## src/rtl/pmp_pkg.sv

```systemverilog
package pmp_pkg;
  typedef enum logic [1:0] {
    MODE_OFF   = 2'd0,
    MODE_TOR   = 2'd1,
    MODE_NA4   = 2'd2,
    MODE_NAPOT = 2'd3
  } pmp_mode_e;

  typedef struct packed {
    logic      lock;
    logic [1:0] rsvd;
    pmp_mode_e mode;
    logic      x;
    logic      w;
    logic      r;
  } pmp_cfg_t;

  typedef struct packed {
    logic bypass;
    logic allow_list;
    logic lockdown;
  } pmp_sec_t;

  localparam logic [1:0] ACC_READ  = 2'd0;
  localparam logic [1:0] ACC_WRITE = 2'd1;
  localparam logic [1:0] ACC_EXEC  = 2'd2;
endpackage

```

## src/rtl/pmp_regs.sv

```systemverilog
module pmp_regs
  import pmp_pkg::*;
#(
  parameter int unsigned NW = 2,
  parameter int unsigned NE = NW * 4,
  parameter int unsigned CW = (NW > 1) ? $clog2(NW) : 1,
  parameter int unsigned EW = (NE > 1) ? $clog2(NE) : 1
) (
  input  logic                 clk_i,
  input  logic                 rst_ni,
  input  logic                 cfg_we_i,
  input  logic [CW-1:0]        cfg_widx_i,
  input  logic [31:0]          cfg_wdata_i,
  input  logic                 addr_we_i,
  input  logic [EW-1:0]        addr_widx_i,
  input  logic [31:0]          addr_wdata_i,
  input  logic                 sec_we_i,
  input  logic [2:0]           sec_wdata_i,
  input  logic [CW-1:0]        cfg_ridx_i,
  output logic [31:0]          cfg_rdata_o,
  input  logic [EW-1:0]        addr_ridx_i,
  output logic [31:0]          addr_rdata_o,
  output pmp_cfg_t [NE-1:0]    cfg_o,
  output logic [NE-1:0][31:0]  addr_o,
  output pmp_sec_t             sec_o
);
  pmp_cfg_t [NE-1:0]   cfg_q;
  logic [NE-1:0][31:0] addr_q;
  pmp_sec_t            sec_q;
  logic [NW-1:0][31:0] cfg_words;

  always_ff @(posedge clk_i or negedge rst_ni) begin
    if (!rst_ni) sec_q <= '0;
    else if (sec_we_i) sec_q <= pmp_sec_t'(sec_wdata_i);
  end

  for (genvar i = 0; i < NE; i++) begin : g_ent
    logic next_tor_lock;
    logic byte_we, adr_we;

    if (i < NE - 1) begin : g_nxt
      assign next_tor_lock = cfg_q[i+1].lock && (cfg_q[i+1].mode == MODE_TOR);
    end else begin : g_last
      assign next_tor_lock = 1'b0;
    end

    assign byte_we = cfg_we_i && (cfg_widx_i == CW'(i / 4)) &&
                     (!cfg_q[i].lock || sec_q.bypass);
    assign adr_we  = addr_we_i && (addr_widx_i == EW'(i)) &&
                     (sec_q.bypass || !(cfg_q[i].lock || next_tor_lock));

    always_ff @(posedge clk_i or negedge rst_ni) begin
      if (!rst_ni) begin
        cfg_q[i]  <= '0;
        addr_q[i] <= '0;
      end else begin
        if (byte_we) cfg_q[i] <= pmp_cfg_t'(cfg_wdata_i[8*(i%4) +: 8]);
        if (adr_we)  addr_q[i] <= addr_wdata_i;
      end
    end

    assign cfg_words[i/4][8*(i%4) +: 8] = cfg_q[i];

    assert_lock_cfg_R8: assert property (@(posedge clk_i) disable iff (!rst_ni)
      (cfg_q[i].lock && !sec_q.bypass) |=> $stable(cfg_q[i]));
    assert_lock_addr_R8: assert property (@(posedge clk_i) disable iff (!rst_ni)
      (cfg_q[i].lock && !sec_q.bypass) |=> $stable(addr_q[i]));
    if (i < NE - 1) begin : g_tor_chk
      assert_tor_prev_R9: assert property (@(posedge clk_i) disable iff (!rst_ni)
        (cfg_q[i+1].lock && cfg_q[i+1].mode == MODE_TOR && !sec_q.bypass)
        |=> $stable(addr_q[i]));
    end
  end

  assign cfg_o        = cfg_q;
  assign addr_o       = addr_q;
  assign sec_o        = sec_q;
  assign cfg_rdata_o  = cfg_words[cfg_ridx_i];
  assign addr_rdata_o = addr_q[addr_ridx_i];
endmodule

```

## config.mk

```make
export PLATFORM = sky130hd
export DESIGN_NAME = pmp_regs
export DESIGN_NICKNAME = d
export VERILOG_FILES = /design/src/rtl/pmp_pkg.sv /design/src/rtl/pmp_regs.sv
export SDC_FILE = /design/constraint.sdc
export NUM_CORES = 1
export LEC_CHECK = 0
export BUFFER_PORTS_ARGS = -buffer_cell sky130_fd_sc_hd__buf_4
export CAP_MARGIN = 20
export CORE_AREA = 4 4 178 180
export DETAILED_ROUTE_END_ITERATION = 8
export DIE_AREA = 0 0 182 184
export PLACE_DENSITY_LB_ADDON = 0.12
export SLEW_MARGIN = 20
export SYNTH_ARGS = -nofsm -noshare
export SYNTH_HDL_FRONTEND = slang
export SYNTH_SLANG_ARGS = --single-unit
```

## constraint.sdc

```tcl
create_clock -name clk_i -period 3.85 [get_ports clk_i]
set_input_delay 0.1925 -clock clk_i [delete_from_list [all_inputs] [get_ports clk_i]]
set_output_delay 0.1925 -clock clk_i [all_outputs]
set_load 0.01 [all_outputs]
```

==> impl_metrics.env <==
export IMPL_syn_to_final_growth_pct=39.81
export IMPL_final_cell_mix="477 x buf_4, 323 x dfrtp_1, 177 x mux2_1"
export IMPL_synth_largest_area_cell="dfrtp_1"
export IMPL_cts_sinks=323
export IMPL_rows=64
export IMPL_grt_pass1_wl_um=66320
export IMPL_mostFrequentLayoutCell="buf_4"
export IMPL_timing_hold_violations_final=0
export IMPL_finalSetupViolations=0
export IMPL_routed_wl_um=43800
export IMPL_core_sq_um=30190
export IMPL_ys_ff_latch=323
export IMPL_final_setup_worst_slack_ns=1.069
export IMPL_period_share_pct=72.23
export IMPL_clkLatencyLatePin_ns=0.51
export IMPL_die_w_um=182
export IMPL_synth_fp_nets=946
export IMPL_ys_warnings_count=0
export IMPL_numCtsBuffers=34
export IMPL_ys_types=27
export IMPL_synth_area_leaders="dfrtp_1 56%, mux2_1 14%, mux2_2 13%"
export IMPL_drc=0
export IMPL_fin_skew_ns=0.01412
export IMPL_via_count=10030
export IMPL_worst_slew_margin_rel_pct=31.35
export IMPL_cts_tree="done"
export IMPL_cts_repair_resized=0
export IMPL_finalInstanceArea_sq_um=20350
export IMPL_post_cts_buffers=0
export IMPL_netlist_area_sq_um=14550
export IMPL_ys_seq_area_share_pct=55.54
export IMPL_finalPower_w=0.01342
export IMPL_drtAntennaViolNets=0
export IMPL_dp_slack_ns=1.024
export IMPL_outcome="finished, final reports clean"
export IMPL_yosysTopAreaCellShare_pct=55.54
export IMPL_cts_max_level=2
export IMPL_firstDrtPassIters=5
export IMPL_cap_violations=0
export IMPL_synthFlopType="dfrtp_1"
export IMPL_p_per_area_nw_per_um2=659.6
export IMPL_die_h_um=184
export IMPL_start_kind="register"
export IMPL_critical_path_class="reg2reg"
export IMPL_drive_gt1_share_pct=56.32
export IMPL_rsz0062_at_grt="false"
export IMPL_die_area_sq_um=33490
export IMPL_grt_pass1_vias=10610
export IMPL_min_period_ns=2.781
export IMPL_antenna_found_initial=1
export IMPL_hold_ws_ns=0.1636
export IMPL_min_path_type="in2reg"
export IMPL_grt_overflow_total=0
export IMPL_drv_slew=0
export IMPL_dp_hpwl_um=31050
export IMPL_grt_util_all_layers_pct=25.58
export IMPL_cts_root_buf="clkbuf_16"
export IMPL_ios=467
export IMPL_antennaDiodeCount=0
export IMPL_p_leak_nw=9.430
export IMPL_routedWlPerCell_um=23.97
export IMPL_tightest_slew_ns=1.022
export IMPL_cts_buffer_depth=3
export IMPL_postPlaceCellArea_sq_um=18550
export IMPL_portBuffers=466
export IMPL_vias_per_cell=5.492
export IMPL_worstPathRequired_ns=4.23
export IMPL_globalplace_congestion=0.8277
export IMPL_synthCells=866
export IMPL_dr_first_iter_drc_count=495
export IMPL_synth_edf_count=0
export IMPL_grt_max_degree=116
export IMPL_layout_nets=1490
export IMPL_fin_tns_setup_ns=0
export IMPL_postSynth_asyncResetShare_pct=100.0
export IMPL_timing_fmax_ghz=0.3596
export IMPL_avgSynthCellArea_sq_um=16.80
export IMPL_ir_worst_vdd_mv=0.3907
export IMPL_cp_max_fo=21
export IMPL_arrival_ns=3.16
export IMPL_cts_clk_slew_worst_paths_ns=0.06
export IMPL_critPathCaptureType="register"
export IMPL_start_util_pct=48.21
## worst paths after layout
check / from / to / slack, ns / cells after the start
max in group asynchronous: rst_ni / addr_o[125] / 2.45 / 3
min reg2reg: addr_o[93] / addr_o[93] / 0.51 / 1
min in group asynchronous: rst_ni / addr_o[78] / 0.31 / 2
max reg2reg: sec_o[2] / addr_o[207] / 1.07 / 4
max: sec_o[2] / addr_o[207] / 1.07 / 4
min: cfg_widx_i / cfg_o[7] / 0.16 / 3
## per-stage QoR
stage,instances,utilization (%)
2_1_floorplan,866,-
3_3_place_gp,1697,61.36
3_5_place_dp,1698,61.43
4_1_cts,1827,67.39
5_1_grt,1827,67.39
6_report,1827,67.39
## routing by layer
layer / up-vias / wire, um / global-route usage [%] / part of all wire (%)
met3: 78 / 3009 / 5.837 / 6.9
met5: - / 13 / 0 / 0.030
met2: 380 / 21700 / 43.01 / 50
met1: 5228 / 17940 / 34.01 / 41
met4: 2 / 1129 / 6.695 / 2.6
li1: 4345 / - / - / -
## where the power goes
group / total (W) / switching (W) / internal [W]
sequential: 0.00545 / 0.00100 / 0.00444
combinational: 0.00476 / 0.00190 / 0.00286
clock: 0.00321 / 0.00130 / 0.00192
## synthesized netlist by cell type (2+ instances only)
| cell type | number |
|---|---|
| dfrtp_1 | 323 |
| mux2_1 | 177 |
| mux2_2 | 171 |
| mux4_2 | 64 |
| mux2_4 | 30 |
| buf_2 | 25 |
| clkbuf_1 | 12 |
| a22o_1 | 8 |
| nand2_1 | 6 |
| nand2b_1 | 6 |
| nor2_1 | 6 |
| nor2b_1 | 6 |
| buf_1 | 4 |
| buf_6 | 4 |
| nor4bb_1 | 4 |
| a21oi_2 | 3 |
| buf_4 | 3 |
| nor4_2 | 3 |
| nand4b_1 | 2 |
| nand4bb_1 | 2 |
## cell families (layout without fill, tap and decap cells)
| group | after synthesis | in the layout | synth area share, % |
|---|---|---|---|
| mux | 442 | 442 | 39.93 |
| simple gates | 39 | 39 | 1.978 |
| buf+inv | 49 | 614 | 1.780 |
| compound gates | 13 | 13 | 0.7738 |
| flops | 323 | 323 | 55.54 |
## cell type report
cell class | count | area (sq um)
tap | 396 | 495.5
sequential | 323 | 8083
timing repair buffer | 556 | 4437
clock buffer | 51 | 996.0
inverter | 1 | 6.256
multi-input combinational | 494 | 6245
clock inverter | 6 | 83.83
fill | 2165 | 9843
## worst max-delay path, cell delays in order, from the launching register on
cell and delay (ns):
dfrtp_1 0.70, nor2b_1 0.19, nor4_4 0.91, buf_4 0.49, mux2_1 0.36
## flip-flops by register name, summed over array words and instances (netlist names)
register / cells
addr_o: 256
sec_o: 3
cfg_o: 64
## what timing repair did
item | in CTS | in global routing
setup endpoints to repair | 0 | 0
hold endpoints to repair | 429 | 0
hold buffers | 72 | 0
Power figures use the tool's default switching activity.
